===== src/rtl/evtag_seq.sv =====
module evtag_seq #(
  parameter int NROC    = 3,
  parameter int NUMW    = 12,
  parameter int TYPEW   = 4,
  parameter int SYNCW   = 4,
  parameter int MAXSYNC = 8,
  parameter int DROPW   = 16,
  parameter int TOW     = 16
) (
  input  logic                   clk,
  input  logic                   rst,
  input  logic                   l1_accept,
  input  logic                   sync_req,
  input  logic [TYPEW-1:0]       special_in,
  input  logic [SYNCW-1:0]       sync_count,
  input  logic [TOW-1:0]         busy_limit,
  input  logic [NROC-1:0]        roc_busy,
  output logic                   gen_busy,
  output logic [NUMW+TYPEW-1:0]  evt_word,
  output logic                   evt_strobe,
  output logic [DROPW-1:0]       drop_count,
  output logic                   timeout_err
);
  localparam int LW = $clog2(MAXSYNC + 1);
  localparam logic [TYPEW-1:0] SYNC_TYPE = '1;

  typedef enum logic [2:0] {S_IDLE, S_INC, S_HOLD, S_WAIT} st_t;

  st_t              state;
  logic [NUMW-1:0]  num;
  logic [TYPEW-1:0] type_q;
  logic [NROC-1:0]  seen;
  logic [LW-1:0]    left;
  logic [LW-1:0]    sync_n;
  logic [NROC-1:0]  seen_n;
  logic [NUMW-1:0]  num_n;
  logic             release_ok;
  logic [NROC-1:0]  wd_hit;

  assign num_n      = num + 1'b1;
  assign seen_n     = seen | roc_busy;
  assign release_ok = (&seen_n) && (roc_busy == '0);
  assign sync_n     = (sync_count == '0) ? LW'(1) :
                      (sync_count > SYNCW'(MAXSYNC)) ? LW'(MAXSYNC) : LW'(sync_count);

  always_ff @(posedge clk) begin
    if (rst) begin
      state      <= S_IDLE;
      gen_busy   <= 1'b0;
      num        <= '0;
      evt_word   <= '0;
      evt_strobe <= 1'b0;
      type_q     <= '0;
      seen       <= '0;
      left       <= '0;
      drop_count <= '0;
    end else begin
      evt_strobe <= 1'b0;
      if (l1_accept && gen_busy && drop_count != '1)
        drop_count <= drop_count + 1'b1;
      case (state)
        S_IDLE: begin
          if (l1_accept) begin
            gen_busy <= 1'b1;
            type_q   <= special_in;
            left     <= LW'(1);
            state    <= S_INC;
          end else if (sync_req) begin
            gen_busy <= 1'b1;
            type_q   <= SYNC_TYPE;
            left     <= sync_n;
            state    <= S_INC;
          end
        end
        S_INC: begin
          num      <= num_n;
          evt_word <= {type_q, num_n};
          seen     <= '0;
          state    <= S_HOLD;
        end
        S_HOLD: begin
          evt_strobe <= 1'b1;
          seen       <= seen_n;
          state      <= S_WAIT;
        end
        S_WAIT: begin
          seen <= seen_n;
          if (release_ok) begin
            if (left > LW'(1)) begin
              left  <= left - 1'b1;
              state <= S_INC;
            end else begin
              gen_busy <= 1'b0;
              state    <= S_IDLE;
            end
          end
        end
        default: state <= S_IDLE;
      endcase
    end
  end

  for (genvar i = 0; i < NROC; i++) begin : g_wd
    logic [TOW-1:0] cnt;
    always_ff @(posedge clk) begin
      if (rst || !roc_busy[i]) cnt <= '0;
      else if (cnt != '1)      cnt <= cnt + 1'b1;
    end
    assign wd_hit[i] = roc_busy[i] && (cnt >= busy_limit);
  end

  always_ff @(posedge clk) begin
    if (rst) timeout_err <= 1'b0;
    else if (|wd_hit) timeout_err <= 1'b1;
  end

  a_r3_strobe_single: assert property (@(posedge clk) disable iff (rst)
    evt_strobe |=> !evt_strobe);
  a_r3_word_stable: assert property (@(posedge clk) disable iff (rst)
    evt_strobe |-> $stable(evt_word));
  a_r3_busy_at_strobe: assert property (@(posedge clk) disable iff (rst)
    evt_strobe |-> gen_busy);
  a_r5_release_idle: assert property (@(posedge clk) disable iff (rst)
    $fell(gen_busy) |-> $past(roc_busy) == '0);
  a_r7_drop_step: assert property (@(posedge clk) disable iff (rst)
    (l1_accept && gen_busy && drop_count != '1) |=> drop_count == $past(drop_count) + 1'b1);
  a_r9_err_sticky: assert property (@(posedge clk) disable iff (rst)
    timeout_err |=> timeout_err);
endmodule


===== config.mk =====
export PLATFORM = sky130hd
export DESIGN_NAME = evtag_seq
export DESIGN_NICKNAME = d
export VERILOG_FILES = /design/src/rtl/evtag_seq.sv
export SDC_FILE = /design/constraint.sdc
export NUM_CORES = 1
export LEC_CHECK = 0
export BUFFER_PORTS_ARGS = -buffer_cell sky130_fd_sc_hd__buf_2
export CAP_MARGIN = 15
export CORE_MARGIN = 8
export CORE_UTILIZATION = 60
export DETAILED_ROUTE_END_ITERATION = 12
export GPL_ROUTABILITY_DRIVEN = 0
export MAX_ROUTING_LAYER = met4
export PLACE_DENSITY = 0.79
export SETUP_SLACK_MARGIN = 0.05
export SLEW_MARGIN = 20
export SYNTH_ARGS = -nofsm -noshare
export SYNTH_HDL_FRONTEND = slang
export SYNTH_SLANG_ARGS = --single-unit

===== constraint.sdc =====
create_clock -name clk -period 5.6 [get_ports clk]
set_input_delay 1.12 -clock clk [delete_from_list [all_inputs] [get_ports clk]]
set_output_delay 1.12 -clock clk [all_outputs]
set_load 0.01 [all_outputs]

[Word-level counts from Yosys, hierarchy flattened]
Cells that the tools add are included.
Cells by class
  add/subtract/negate cells: 6
  order comparisons: 5
  eq/ne operators: 11
  multiplexer cells: 21
  bitwise operators: 1
  reduce and logical (&&, ||, !) cells: 25
Operators with widths (number)
  $add 16x1->16 const B: 4
  $ne 16x16->1 const B: 4
  $ge 16x16->1: 3
  $mux 4: 8
  $add 12x1->12 const B: 1
  $pmux 3 s4: 1
  $mux 3: 3
  $pmux 4 s2: 1
  $reduce_and 4->1: 2
  $eq 3x2->1 const B: 2
  $logic_and 1x1->1: 6
  $logic_not 3->1: 2
  $mux 1: 6
  $ne 2x2->1 const B: 3
  $pmux 3 s2: 1
  $reduce_bool 2->1: 3
  $gt 4x1->1 const B: 1
  $gt 4x4->1 const B: 1
  $logic_not 4->1: 1
  $reduce_and 2->1: 2
  $sub 4x1->4 const B: 1
  $eq 3x1->1 const B: 1
  $logic_not 1->1: 3
  $logic_or 1x1->1: 3
  6 further kinds: 6
Word-level totals
  register bits: 109
  output and inout bits: 35

[Logic depth before layout (Yosys ltp)]
Gate-level depths: netlist of the first run.
  word-level depth: 6
  mapped depth: 7
  gate-level depth less buffers: 7

[Least setup slack after synthesis of the first run]
OpenSTA, ideal clock, no wires.
  path kind: input -> register
  from: input l1_accept
  to: register drop_count[11]
  setup time: 71 ps
  arrival: 2386 ps
  data required time: 5529 ps
  setup slack: 3144 ps
  stages on the path: 5
  cell sequence: clkbuf_1 > nand2_1 > or3_1 > or3_1 > a21oi_1
On the way
  longest elaborated chain between the ends: 2
RTL lines
  start: declaration: RTL line 12  | input logic l1_accept,
  $logic_and 1x1->1 (2 in a row): RTL line 59  | if (l1_accept && gen_busy && drop_count != '1)
  end signal: assignment: RTL line 60  | drop_count <= drop_count + 1'b1;
  end: declaration: RTL line 21  | output logic [DROPW-1:0] drop_count,
Every way passes these cells.
A chain may end at the register's enable or synchronous reset.

==> results_dict.tcl, run 1 <==
set metrics [dict create \
    fp.dieW_um 112 \
    maxCapViolations 0 \
    dieArea_um2 12500 \
    first_pass_iters 5 \
    rsz0062_at_grt "no" \
    status "finished clean" \
    slew_violations 0 \
    synthArstFlopShare_pct 0 \
    yosys.area.top_type_share_pct 34.8 \
    arrival_ns 2.98 \
    vias 4938 \
    antenna_found_initial 0 \
    slowest_delay_ns 0.71 \
    power.total_mw 1.52 \
    grt_max_degree 55 \
    ys_seq_area_share_pct 34.8 \
    clock_latency_ns 0.37 \
    htree_levels 3 \
    skew_ns 0.0138 \
    numCtsBuffers 9 \
    cts_resized 0 \
    synth_edf_count 0 \
    drc 0 \
    cp-end-kind "flip-flop" \
    synth-seq-cells 96 \
    coreArea_um2 9060 \
    postCtsSetupBuffers 0 \
    antenna_left 0 \
    ctsHoldBuffers 0 \
    wire_per_inst_um 15.5 \
    cp_max_fo 54 \
    cts.sinks 96 \
    synth_top_area_cell "dfxtp_1" \
    clockBufferDepth 2 \
    worst-setup-path-type "primary input to flip-flop" \
    maxSlewHeadroom_pct 36.8 \
    drive_above_1_share_pct 12.8 \
    io_buffers 65 \
    startpoint_type "primary input" \
    max_freq_mhz 365 \
    drt_iter0_drc 296 \
    slowest_stage "buf_2" \
    yosysUniqueCellTypes 55 \
    critPathLaunch "rst" \
    reg2reg_from "g_wd[1].cnt[1]" \
    clockRootBuffer "clkbuf_8" \
    syn_inst 655 \
    leakagePower_nw 2.62 \
    tritoncts "yes" \
    hold_slack_ns 0.502 \
    critical_path_required_ns 5.84 \
    avgSynthCellArea_um2 8.43 \
    layout_worst_path_cycle_share_pct 48.9 \
    diodes 0 \
    io_pins 66 \
    synthTopCellsByArea "dfxtp_1, ha_1, nor2_1" \
    path_clk_slew_ns 0.10 \
    worstHoldPathType "flip-flop to flip-flop" \
    hold_viol 0 \
    synthesis.area_um2 5520 \
    grt-ovfl-total 0 \
    hpwl_um 9770 \
    ys_warn_count 0 \
    std_cell_rows 35 \
    grt_pass1_wl_um 22100 \
    critical_path.cell_chain "buf_2 -> nand2b_1 -> nor3_1 -> a311oi_1 -> nand4_1" \
    syn-num-nets 746 \
    synthFlopType "dfxtp_1" \
    setup_viol 0 \
    nFillCells 751 \
    period_needed_ns 2.74 \
    vias_per_cell 5.95 \
    wl_um 12900 \
    tns_ns 0 \
    grt_use_total_pct 21.6 \
    tightest_slew_ns 0.947 \
    vdd_drop_max_uv 170 \
    areaGrowthSynthToFinish_pct 10.9 \
    die_y_um 112 \
    holdCritStartpoint "evt_word[14]" \
    final_net_count 805 \
    grt_pass1_vias 4812 \
    start_util_pct 60.9 \
    powerDensity_nw_per_um2 248 \
]
==> critical path, delay by kind of cell <==
kind                   cells  cell delay [ns]
buffers and inverters      1             0.71
and+or+nand+nor            3             0.92
AOI/OAI and AO/OA          1             0.22
==> cell type report <==
cell class	instances	area (um2)	area share [%]
clock buffers	10	138	2.25
well taps	111	139	2.27
inverters	34	128	2.09
multi-input cells	508	3410	55.8
clock inverters	6	55.1	0.899
flip-flops and latches	96	1920	31.4
repair buffers	65	325	5.31
==> registers in the layout, indices dropped and copies added (netlist names) <==
name	flops
left	4
timeout_err	1
g_wd.cnt	48
drop_count	16
gen_busy	1
state	2
evt_strobe	1
evt_word	16
type_q	4
seen	3
==> layer usage <==
layer	wire, um	vias up	part of all wire [%]	GRT usage [%]
met1	5720	2310	44	24.8
li1	-	2477	-	-
met3	423	29	3.3	3.57
met2	6310	122	49	36.1
met5	0	-	0	-
met4	420	0	3.3	10.4
==> placed cells by master, fill, tap and decap left out, types with 3 or more instances in the layout <==
| master | n |
|---|---|
| nand2b_1 | 8 |
| a21oi_1 | 33 |
| xnor2_1 | 19 |
| o2111ai_1 | 8 |
| and2_1 | 4 |
| o31ai_1 | 4 |
| clkbuf_8 | 10 |
| or2_2 | 3 |
| a211oi_1 | 5 |
| buf_2 | 65 |
| nand2_1 | 39 |
| nor2b_1 | 4 |
| nor4b_1 | 4 |
| and3_1 | 11 |
| a31oi_1 | 10 |
| inv_1 | 34 |
| o211ai_1 | 5 |
| and4b_1 | 3 |
| ha_1 | 60 |
| xor2_1 | 25 |
| nor3_1 | 33 |
| mux2i_1 | 11 |
| and4_1 | 10 |
| a311oi_1 | 3 |
| nor2_1 | 98 |
| nand3_1 | 22 |
| dfxtp_1 | 96 |
| or3_1 | 7 |
| nand4_1 | 22 |
| o21ai_0 | 20 |
| o21a_1 | 4 |
| a21o_1 | 4 |
==> cell families (layout without fill, tap and decap cells) <==
logic type | count (synthesis) | count (layout) | share of synthesized area [%]
buffers and inverters | 51 | 115 | 3.63
XOR/XNOR | 44 | 44 | 6.98
multiplexers | 11 | 11 | 1.99
flip-flops | 96 | 96 | 34.8
AO/OA/AOI/OAI | 115 | 115 | 13.6
adder cells (fa/ha/maj) | 60 | 60 | 13.6
AND/OR/NAND/NOR | 278 | 278 | 25.4
==> power by group <==
| group | total, mW | internal [mW] | switching (mW) | leakage [nW] |
|---|---|---|---|---|
| combinational | 0.305 | 0.127 | 0.178 | 1.74 |
| clock | 0.439 | 0.180 | 0.259 | 0.0956 |
| sequential | 0.776 | 0.735 | 0.0417 | 0.778 |
==> stage by stage <==
step | worst slack, ns | util (%) | std cells | instance area (um2)
CTS | 2.87 | 67.4 | 830 | 6110
global route | 2.65 | 67.5 | 830 | 6120
finish | 2.86 | 67.5 | 830 | 6120
detailed placement | 2.45 | 65.3 | 814 | 5920
global placement | 2.52 | 65.3 | 814 | 5920
floorplan | 3.14 | - | 655 | 5520
==> cell usage after synthesis (all sizes together) (11+ instances only) <==
cell    instances
and3           11
a21oi          34
clkbuf         12
nand2          39
xnor2          19
xor2           25
mux2i          11
ha             60
nor3           33
nor2           99
inv            34
nand4          23
o21ai          22
dfxtp          96
nand3          22
==> final timing paths <==
check / endpoint / slack, ns / cells past startpoint
hold / removal: evt_word[14] / 0.50 / 2
setup reg to reg: g_wd[1].cnt[3] / 3.46 / 6
setup / recovery: timeout_err / 2.86 / 5
hold reg to reg: evt_word[14] / 0.50 / 2
(Power assumes the default switching activity.)
==> run 2: changes to the inputs <==
Settings changed: CORE_UTILIZATION 60 to 53, PLACE_DENSITY 0.79 to 0.74.
Clock period 5.6 ns to 2.4 ns, I/O delays scaled along.
==> results_dict.tcl, run 2 (synthesis gave the netlist of run 1 again) <==
set metrics [dict create \
    drive_above_1_share_pct 13.8 \
    startpoint_type "flip-flop" \
    r2r_slack_ns 0.32 \
    tightest_slew_ns 0.739 \
    max_freq_mhz 481 \
    maxCapViolations 0 \
    io_buffers 65 \
    wl_um 13400 \
    cts.sinks 96 \
    crit_path_end "g_wd[0].cnt[15]" \
    grt_max_degree 44 \
    rr_worst_depth 5 \
    grt_use_total_pct 20.0 \
    tritoncts "yes" \
    reg2reg_to "g_wd[0].cnt[15]" \
    place_inst 847 \
    use_met2_pct 30.8 \
    critical_path.cell_chain "and4_1 -> or4b_1 -> nor2_8 -> and4b_1 -> a211oi_2" \
    fin_cells 864 \
    hold_viol 0 \
    numCtsBuffers 9 \
    drt_iter0_drc 314 \
    critPathLaunch "g_wd[0].cnt[8]" \
    grt_pass1_vias 4792 \
    slowest_delay_ns 0.69 \
    setup_viol 0 \
    postCtsSetupBuffers 0 \
    slew_violations 0 \
    clockBufferDepth 2 \
    hpwl_um 10400 \
    die_y_um 118 \
    worstHoldPathType "primary input to flip-flop" \
    status "finished clean" \
    period_needed_ns 2.08 \
    cp_max_fo 9 \
    final_net_count 813 \
    vias 4970 \
    wire_per_inst_um 15.6 \
    cp-end-kind "flip-flop" \
    worstPathBufferInverterCount 0 \
    cpLargestDelayFamily "simple AND/OR/NAND/NOR gates" \
    vias_per_cell 5.75 \
    path_depth 5 \
    hold_slack_ns 0.377 \
    comb_power_share_pct 20.2 \
    antenna_left 0 \
    p_int_mw 2.47 \
    largestRegisters "g_wd.cnt x48, drop_count x16, evt_word x16" \
    io_pins 66 \
    grt.busiest_layer "met2" \
    grt_use_met1_pct 24.9 \
    drc 0 \
    cts_resized 0 \
    grt-ovfl-total 0 \
    powerDensity_nw_per_um2 579 \
    maxSlewHeadroom_pct 50.1 \
    layout_common_cells "nor2_1, dfxtp_1, buf_2, ha_1, nand2_1" \
    clockRootBuffer "clkbuf_8" \
    grt_pass1_wl_um 22800 \
    dieArea_um2 13900 \
    p_sw_share_pct 31.2 \
    largest_reg_flops 48 \
    clock_power_share_pct 29.4 \
    first_pass_iters 5 \
    skew_ns 0.0143 \
    path_clk_slew_ns 0.10 \
    critical_path_required_ns 2.71 \
    worst-setup-path-type "flip-flop to flip-flop" \
    layout_worst_path_cycle_share_pct 86.7 \
    pwr-share-seq_pct 50.3 \
    ctsHoldBuffers 0 \
    rsz0062_at_grt "no" \
    std_cell_rows 37 \
    clock_latency_ns 0.38 \
    reg2reg_from "g_wd[0].cnt[8]" \
    leakagePower_nw 2.64 \
    slowest_stage "or4b_1" \
    antenna_found_initial 1 \
    vdd_drop_max_uv 327 \
    htree_levels 3 \
    regMostFlops "g_wd.cnt" \
    fp.dieW_um 118 \
    coreArea_um2 10200 \
    start_util_pct 54.0 \
    areaGrowthSynthToFinish_pct 12.5 \
    tns_ns 0 \
    use_met3_pct 3.17 \
    final_common_cell "nor2_1" \
    arrival_ns 2.39 \
    power_switching_mw 1.12 \
]
==> run 2: cell count changes in the layout (fill, tap and decap cells not counted), sizes merged <==
cell    previous run  this run
clkinv             4         1
diode              0         1
clkbuf            10        11
inv               35        37
buf               65        73
==> run 2: worst min-delay path, stage by stage <==
cell and delay, ns:
buf_2 0.08, nor2_1 0.03, nor3_1 0.11
==> run 2: metal layers <==
layer | up-vias | share of wire, %
met2 | 110 | 47
met4 | 0 | 2.9
li1 | 2496 | -
met1 | 2339 | 47
met5 | - | 0
met3 | 25 | 3.7
==> run 2: cell type report <==
class                      count  area, um2
sequential                    96       1920
clock buffer                  11        151
timing repair buffer          73        385
clock inverter                 5       47.5
inverter                      34        128
antenna                        1       2.50
fill                         900       4020
tap                          136        170
multi-input combinational    508       3410
==> run 2: power groups by stage <==
stage               Sequential [mW]  Combinational [mW]  Clock (mW)
floorplan                      1.84               0.506           0
finish                         1.81               0.728        1.06
detailed placement             1.85               0.723           0
CTS                            1.81               0.732        1.08
global placement               1.84               0.700           0
global route                   1.83               0.825        1.15
==> run 2: worst min path at each step <==
stage,end,depth (start not counted),startpoint,slack (ns)
floorplan,evt_word[12],2,type_q[0],0.46
global placement,evt_word[12],2,evt_word[12],0.47
detailed placement,evt_word[12],2,evt_word[12],0.49
CTS,type_q[2],3,special_in[2],0.37
global route,type_q[3],3,special_in[3],0.38
finish,type_q[2],3,special_in[2],0.38
==> run 2: stage by stage <==
| step | setup slack [ns] | total power, mW | area, um2 | util [%] |
|---|---|---|---|---|
| after floorplan | 0.584 | 2.35 | 5520 | - |
| after global placement | 0.314 | 2.54 | 6010 | 58.8 |
| after detailed placement | 0.215 | 2.57 | 6010 | 58.8 |
| after CTS | 0.307 | 3.62 | 6210 | 60.7 |
| after global routing | 0.193 | 3.80 | 6210 | 60.7 |
| final | 0.319 | 3.60 | 6210 | 60.7 |
==> run 3: changes to the inputs <==
Settings changed: CORE_ASPECT_RATIO set to 1.25.
==> results_dict.tcl, run 3 (synthesis gave the netlist of run 1 again) <==
set metrics [dict create \
    powerDensity_nw_per_um2 644 \
    maxCapViolations 0 \
    numCtsBuffers 9 \
    coreArea_um2 10100 \
    areaGrowthSynthToFinish_pct 14.3 \
    setup_ws_ns 0.296 \
    die_y_um 130 \
    period_needed_ns 2.10 \
    regMostFlops "g_wd.cnt" \
    seq_area_um2 1920 \
    dp_worst_setup_slack_ns 0.274 \
    layout_worst_path_cycle_share_pct 87.7 \
    vias_per_cell 5.82 \
    leakagePower_nw 2.69 \
    antenna_found_initial 0 \
    cp-end-kind "flip-flop" \
    postCtsSetupBuffers 0 \
    rsz0062_at_grt "no" \
    worst-setup-path-type "flip-flop to flip-flop" \
    wire_per_inst_um 15.6 \
    clockRootBuffer "clkbuf_16" \
    drive_above_1_share_pct 13.4 \
    nFillCells 898 \
    startpoint_type "flip-flop" \
    grt_max_degree 39 \
    cts_resized 0 \
    arrival_ns 2.37 \
    grt_pass1_vias 4959 \
    vias 4969 \
    diodes 0 \
    io_pins 66 \
    start_util_pct 54.6 \
    cts.sinks 96 \
    critPathLaunch "g_wd[0].cnt[8]" \
    dieArea_um2 14000 \
    maxSlewHeadroom_pct 49.9 \
    htree_levels 3 \
    path_clk_slew_ns 0.06 \
    clock_latency_ns 0.34 \
    drc 0 \
    final_net_count 813 \
    max_freq_mhz 475 \
    hold_viol 0 \
    worstHoldPathType "primary input to flip-flop" \
    layout_common_cells "nor2_1, dfxtp_1, buf_2, ha_1, nand2_1" \
    vdd_drop_max_uv 510 \
    final_common_cell "nor2_1" \
    wl_um 13400 \
    tritoncts "yes" \
    holdCritStartpoint "special_in[0]" \
    cp_max_fo 9 \
    grt_pass1_wl_um 22500 \
    multi_input_area_um2 3410 \
    antenna_left 0 \
    fp.dieW_um 107 \
    largest_reg_flops 48 \
    grt-ovfl-total 0 \
    status "finished clean" \
    tns_ns 0 \
    largestRegisters "g_wd.cnt x48, drop_count x16, evt_word x16" \
    critical_path_required_ns 2.67 \
    drt_iter0_drc 209 \
    hpwl_um 10200 \
    skew_ns 0.00636 \
    io_buffers 65 \
    slew_violations 0 \
    tightest_slew_ns 0.742 \
    reg2reg_from "g_wd[0].cnt[8]" \
    first_pass_iters 4 \
    clockBufferDepth 2 \
    ctsHoldBuffers 0 \
    std_cell_rows 41 \
    grt_use_total_pct 20.3 \
    setup_viol 0 \
]
## run 3: cell count changes in the layout (fill, tap and decap cells not counted)
| cell | before | now |
|---|---|---|
| clkbuf_8 | 11 | 1 |
| clkbuf_16 | 0 | 9 |
| bufinv_16 | 0 | 2 |
| inv_8 | 2 | 0 |
| clkbuf_1 | 0 | 1 |
| clkinv_4 | 1 | 0 |
| diode_2 | 1 | 0 |
| inv_6 | 1 | 0 |
## run 3: layout make-up
| type | count | share of cell area [%] |
|---|---|---|
| well taps | 129 | 2.56 |
| inverters | 34 | 2.02 |
| repair buffers | 73 | 6.11 |
| clock inverters | 3 | 1.07 |
| clock buffers | 11 | 3.85 |
| flip-flops and latches | 96 | 30.4 |
| multi-input cells | 508 | 54.0 |
## run 3: per-layer routing
metal / share of wire (%) / GRT usage (%) / vias up
met5: 0 / - / -
met4: 3.3 / 10.5 / 0
met3: 4.8 / 4.14 / 31
met2: 50 / 34.5 / 124
met1: 42 / 21.9 / 2332
li1: - / - / 2482
## run 3: where the power goes
group	switching, mW	internal, mW	total [mW]
Sequential	0.0983	1.72	1.81
Clock	0.583	0.930	1.51
Combinational	0.434	0.305	0.740
Total	1.12	2.95	4.07
## run 3: final timing paths
check,endpoint,slack [ns],depth (start not counted)
setup / recovery,g_wd[0].cnt[15],0.30,5
hold / removal,type_q[0],0.40,3
setup reg to reg,g_wd[0].cnt[15],0.30,5
hold reg to reg,type_q[1],0.50,2
## run 3: through the flow
step | hold slack (ns) | cell area, um2 | power (mW) | instances | util [%]
final | 0.399 | 6310 | 4.07 | 854 | 62.5
after global routing | 0.428 | 6310 | 4.30 | 854 | 62.5
after CTS | 0.394 | 6310 | 4.10 | 854 | 62.5
after detailed placement | 0.492 | 6000 | 2.58 | 840 | 59.4
after global placement | 0.473 | 6000 | 2.54 | 840 | 59.4
after floorplan | 0.465 | 5520 | 2.35 | 655 | -
## run 3: critical path, stage by stage (launching register included)
cell      delay (ns)
dfxtp_1         0.44
and4_1          0.28
or4b_1          0.69
nor2_8          0.21
and4b_1         0.22
a211oi_2        0.19
